**config.mk**
```make
export PLATFORM = sky130hd
export DESIGN_NAME = ret_stack_irq
export DESIGN_NICKNAME = d
export VERILOG_FILES = /design/src/rtl/rsi_pkg.sv /design/src/rtl/rsi_stack.sv /design/src/rtl/rsi_prio.sv /design/src/rtl/ret_stack_irq.sv
export SDC_FILE = /design/constraint.sdc
export NUM_CORES = 1
export LEC_CHECK = 0
export ABC_AREA = 1
export BUFFER_PORTS_ARGS = -buffer_cell sky130_fd_sc_hd__buf_2
export CORE_MARGIN = 1.5
export CORE_UTILIZATION = 45
export CTS_CLUSTER_SIZE = 20
export DETAILED_ROUTE_END_ITERATION = 8
export PLACE_DENSITY_LB_ADDON = 0.08
export SYNTH_ARGS = -nofsm -noshare
export SYNTH_HDL_FRONTEND = slang
export SYNTH_SLANG_ARGS = --single-unit
```
**constraint.sdc**
```tcl
create_clock -name clk -period 4.7 [get_ports clk]
set_clock_uncertainty 0.05 [all_clocks]
set_input_delay 0.47 -clock clk [delete_from_list [all_inputs] [get_ports clk]]
set_output_delay 0.47 -clock clk [all_outputs]
set_load 0.02 [all_outputs]
```
**src/rtl/rsi_pkg.sv**
```systemverilog
package rsi_pkg;

  typedef enum logic [1:0] {
    STK_IDLE = 2'd0,
    STK_PUSH = 2'd1,
    STK_POP  = 2'd2,
    STK_SWAP = 2'd3
  } stk_op_e;

  function automatic int idx_w(input int n);
    return (n > 1) ? $clog2(n) : 1;
  endfunction

endpackage

```
**src/rtl/rsi_stack.sv**
```systemverilog
module rsi_stack
  import rsi_pkg::*;
#(
  parameter int DEPTH = 4,
  parameter int W     = 11
) (
  input  logic         clk,
  input  logic         rst_n,
  input  stk_op_e      op,
  input  logic [W-1:0] din,
  output logic [W-1:0] dout,
  output logic         full,
  output logic         empty,
  output logic         ovf,
  output logic         unf
);
  localparam int SPW = $clog2(DEPTH + 1);
  localparam int IW  = idx_w(DEPTH);

  logic [SPW-1:0]            sp;
  logic [SPW-1:0]            sp_m1;
  logic [IW-1:0]             top_idx;
  logic [DEPTH-1:0][W-1:0]   slots;
  logic                      wr_en;
  logic [IW-1:0]             wr_idx;

  assign full    = (sp == SPW'(DEPTH));
  assign empty   = (sp == '0);
  assign sp_m1   = sp - 1'b1;
  assign top_idx = sp_m1[IW-1:0];

  always_comb begin
    wr_en  = 1'b0;
    wr_idx = '0;
    unique case (op)
      STK_PUSH: begin
        wr_en  = !full;
        wr_idx = sp[IW-1:0];
      end
      STK_SWAP: begin
        wr_en  = 1'b1;
        wr_idx = empty ? '0 : top_idx;
      end
      default: ;
    endcase
  end

  for (genvar i = 0; i < DEPTH; i++) begin : g_slot
    logic [W-1:0] q;
    always_ff @(posedge clk or negedge rst_n) begin
      if (!rst_n)
        q <= '0;
      else if (wr_en && (wr_idx == IW'(i)))
        q <= din;
    end
    assign slots[i] = q;
  end

  always_ff @(posedge clk or negedge rst_n) begin
    if (!rst_n) begin
      sp   <= '0;
      dout <= '0;
      ovf  <= 1'b0;
      unf  <= 1'b0;
    end else begin
      ovf <= 1'b0;
      unf <= 1'b0;
      unique case (op)
        STK_PUSH: begin
          if (full) ovf <= 1'b1;
          else      sp  <= sp + 1'b1;
        end
        STK_POP: begin
          if (empty) begin
            dout <= slots[0];
            unf  <= 1'b1;
          end else begin
            dout <= slots[top_idx];
            sp   <= sp_m1;
          end
        end
        STK_SWAP: begin
          if (empty) begin
            dout <= slots[0];
            unf  <= 1'b1;
            sp   <= SPW'(1);
          end else begin
            dout <= slots[top_idx];
          end
        end
        default: ;
      endcase
    end
  end

endmodule

```
**src/rtl/rsi_prio.sv**
```systemverilog
module rsi_prio
  import rsi_pkg::*;
#(
  parameter int N = 4
) (
  input  logic [N-1:0]        req,
  output logic                any,
  output logic [idx_w(N)-1:0] idx
);
  localparam int VW = idx_w(N);

  always_comb begin
    any = |req;
    idx = '0;
    for (int i = N - 1; i >= 0; i--) begin
      if (req[i]) idx = VW'(i);
    end
  end

endmodule

```
**src/rtl/ret_stack_irq.sv**
```systemverilog
module ret_stack_irq
  import rsi_pkg::*;
#(
  parameter int PC_W  = 11,
  parameter int DEPTH = 4,
  parameter int NSRC  = 4,
  localparam int VW   = idx_w(NSRC)
) (
  input  logic            clk,
  input  logic            rst_n,
  input  logic            call_push,
  input  logic            ret_pop,
  input  logic [PC_W-1:0] push_pc,
  output logic [PC_W-1:0] pop_pc,
  input  logic [NSRC-1:0] irq_pend,
  input  logic [NSRC-1:0] irq_en,
  input  logic            gie,
  input  logic            halted,
  input  logic            wake,
  output logic            irq_ack,
  output logic [VW-1:0]   irq_vec,
  output logic            gie_clr,
  output logic            wake_resume,
  output logic            stk_full,
  output logic            stk_empty,
  output logic            stk_ovf,
  output logic            stk_unf
);
  logic [NSRC-1:0] live_req;
  logic            any_req;
  logic [VW-1:0]   win_idx;
  logic            take;
  logic            push_any;
  stk_op_e         op;
  logic            ack_q;
  logic [VW-1:0]   vec_q;
  logic            resume_q;

  assign live_req = irq_pend & irq_en;

  rsi_prio #(.N(NSRC)) u_prio (
    .req (live_req),
    .any (any_req),
    .idx (win_idx)
  );

  // Acceptance: enabled request, master enable, room, no strobe, not just acked, awake
  assign take = gie && any_req && !stk_full && !call_push && !ret_pop
                && !ack_q && (!halted || wake);

  assign push_any = call_push || take;

  always_comb begin
    unique case ({push_any, ret_pop})
      2'b10:   op = STK_PUSH;
      2'b01:   op = STK_POP;
      2'b11:   op = STK_SWAP;
      default: op = STK_IDLE;
    endcase
  end

  rsi_stack #(.DEPTH(DEPTH), .W(PC_W)) u_stack (
    .clk   (clk),
    .rst_n (rst_n),
    .op    (op),
    .din   (push_pc),
    .dout  (pop_pc),
    .full  (stk_full),
    .empty (stk_empty),
    .ovf   (stk_ovf),
    .unf   (stk_unf)
  );

  always_ff @(posedge clk or negedge rst_n) begin
    if (!rst_n) begin
      ack_q    <= 1'b0;
      vec_q    <= '0;
      resume_q <= 1'b0;
    end else begin
      ack_q    <= take;
      resume_q <= halted && wake && !take;
      if (take) vec_q <= win_idx;
    end
  end

  assign irq_ack     = ack_q;
  assign irq_vec     = vec_q;
  assign gie_clr     = ack_q;
  assign wake_resume = resume_q;

endmodule

```
==> summary.md <==
| Metric | Value |
|---|---|
| Outcome | finished clean |
| Routability cong. | 0.803 |
| Vias in the first global route | 2486 |
| Power Density | 677 nW/um^2 |
| Avg Vias per Cell | 4.97 |
| Most common cell in the synthesized netlist | nand2_1 |
| EDFF count, synth | 0 |
| Initial core utilization | 47.5% |
| Drt pass-1 iters | 4 |
| Clock sink count | 64 |
| Distinct cell type count after synthesis | 26 |
| Cell type with the largest total area after synthesis | dfrtp_1 |
| Nets@finish | 482 |
| Peak Freq | 313 MHz |
| CTS root buf | clkbuf_8 |
| Initial antenna violation count | 0 |
| CP Max Fanout | 48 |
| Worst setup SP type | register |
| Die footprint | 7810 um^2 |
| Final hold vios | 0 |
| Pin count of the biggest net entering global routing | 65 |
| Postcts setup bufs | 0 |
| Seq/Total Area, Yosys | 48.8% |
| Async set-reset flop share out of synthesis | 100% |
| Global Route Usage Sum | 22.2% |
| RSZ-0062 raised after global routing | false |
| Number of buffers created by CTS | 9 |
| Drt initial violations | 261 |
| Ys flop type | dfrtp_1 |
| Leak | 1.98 nW |
| Worst Path Arrival | 3410 ps |
| FF-to-FF path depth | 12 |
| First-pass GRT wire length | 13.0 mm |
| Peak supply drop | 229 uV |
| Clk_lat worst skew | 340 ps |
| Die height | 88.4 um |
| Post-cts gate resize count | 0 |
| Slew Viols, Final | 0 |
| Syn Area/Cell | 7.81 um^2 |
| Cells after synthesis | 420 |
| Type of the worst setup path | reg2reg |
| Routed wire length | 7.96 mm |
| Area share of the largest cell type after synthesis | 48.8% |
| Crit share post-route | 67.9% |
| Synth top area cells | dfrtp_1 (49%), nand2_1 (19%), nand3_1 (7.2%) |
| DRC | 0 |
| Die W | 88.4 um |
| Area Growth Syn to Fin | 12.6% |
| WP data required | 4920 ps |
| Setup-failing EPs final | 0 |
| Worst setup EP type | register |
| Hold WS | 260 ps |
| Worst R2R End | u_stack.g_slot[1].q[2] |
| Post-cts hold buffer count | 0 |
| Core box area | 6910 um^2 |
| Clock transition at path regs | 70 ps |
| Mapped Nets | 449 |
| Top Ports | 46 |
| Grt ovf | 0 |
| Slew of the pin with the lowest slew margin | 1070 ps |
| Synth warnings | 0 |
| Synth top cells by count | nand2_1 (163), dfrtp_1 (64), nand3_1 (47) |
| Wire per inst | 14.4 um |
| Setup_tns | 0 ps |
| CTS tree | yes |
| Flop2flop setup slack | 1510 ps |
| Max Buffers Root-to-Sink | 2 |
| Final Instance Count excl. Fillers | 553 |
| Final Critical Period | 3190 ps |
| H-tree Lvls | 3 |
| Max Cap Viol | 0 |
| Row count | 30 |
| Hold Crit Class | in2async |
| Post-route ant nets | 0 |
| Max_slew headroom | 28.8% |
| Dpl hpwl | 5.14 mm |
| Diodes inserted | 0 |
| Yosys reg bits | 64 |
| Vias after detailed routing | 2747 |
| Post-Synthesis Cell Area | 3280 um^2 |
| Share of cells above drive strength 1 | 16.8% |
| I/O Buffers | 45 |
| Reg2reg start | u_stack.sp[0] |
| DP Cell Count | 538 |
-- cell usage in the layout (no fill, tap or decap) --
cell and instances:
nand2_1 163, dfrtp_1 64, nand3_1 47, buf_2 45, inv_1 26, o21ai_0 20, a21oi_1 15, nand4_1 11
o21bai_1 11, o21ai_1 10, clkbuf_8 10, nor2_1 7, nand3_2 5, inv_2 3, ha_1 3, clkinv_2 3
nor2_2 2, nand2_4 2, buf_4 2, clkinv_1 1, nor2_4 1, nand2_2 1, a21oi_4 1, nand3_4 1
o2111ai_1 1, bufinv_16 1, clkbuf_1 1
-- worst max-delay path: stages (launching register included) --
cell and delay, ps:
dfrtp_1 370, inv_1 400, ha_1 280, nand2_1 100, nand3_2 100, nor2_4 50
nand2_4 100, nand2_4 80, nand3_2 70, nand2_2 530, nor2_1 790, nand2_1 110
nand2_1 90
-- metrics by stage --
stage | cell area [um^2] | power [W] | setup slack, ps | utilization, %
after CTS | 3690 | 0.00252 | 1470 | 53.5
final | 3690 | 0.00250 | 1510 | 53.5
after detailed placement | 3510 | 0.00205 | 1500 | 50.8
after global placement | 3510 | 0.00204 | 1560 | 50.8
after global routing | 3690 | 0.00272 | 1150 | 53.5
after floorplan | 3280 | 0.00176 | 2380 | -
-- sequential cells by signal, indices dropped and copies added (netlist names) --
register and cells:
gie_clr 1, u_stack.dout 11, u_stack.g_slot.q 44, irq_vec 2, wake_resume 1, u_stack.sp 3, u_stack.unf 1, u_stack.ovf 1
-- metal layers --
| metal | track usage, % | up-vias | wire, um |
|---|---|---|---|
| met5 | 0 | - | 0 |
| met4 | 7.67 | 0 | 100 |
| met2 | 31.2 | 72 | 3420 |
| li1 | - | 1417 | - |
| met1 | 34.7 | 1249 | 4010 |
| met3 | 3.08 | 9 | 424 |
-- how the worst max path moves through the flow --
stage | startpoint | slack (ps) | to | cells after the start
after floorplan | u_stack.sp[0] | 2380 | u_stack.g_slot[1].q[10] | 15
after global placement | u_stack.sp[0] | 1560 | u_stack.g_slot[1].q[1] | 12
after detailed placement | u_stack.sp[0] | 1500 | u_stack.g_slot[1].q[1] | 12
after CTS | u_stack.sp[0] | 1470 | u_stack.g_slot[1].q[1] | 12
after global routing | u_stack.sp[0] | 1150 | u_stack.g_slot[1].q[9] | 12
final | u_stack.sp[0] | 1510 | u_stack.g_slot[1].q[2] | 12
-- final cells by class --
| cell class | instances | area [um^2] |
|---|---|---|
| Multi-Input combinational cell | 301 | 1430 |
| Inverter | 30 | 113 |
| Tap cell | 96 | 120 |
| Clock inverter | 4 | 45.0 |
| Sequential cell | 64 | 1600 |
| Clock buffer | 11 | 141 |
| Fill cell | 699 | 3210 |
| Timing Repair Buffer | 47 | 240 |
-- power breakdown --
part / internal (W) / switching, W / total, W
clock: 0.000254 / 0.000204 / 0.000458
sequential: 0.000800 / 0.000129 / 0.000929
combinational: 0.000355 / 0.000757 / 0.00111
-- cells by family after synthesis --
family / count (synthesis) / synth area share (%)
fa+ha+maj: 3 / 1.14
compound gates: 58 / 10.1
buf+inv: 55 / 7.51
simple gates: 240 / 32.4
flops: 64 / 48.8
Note: power is estimated with default switching activity, not from simulation.
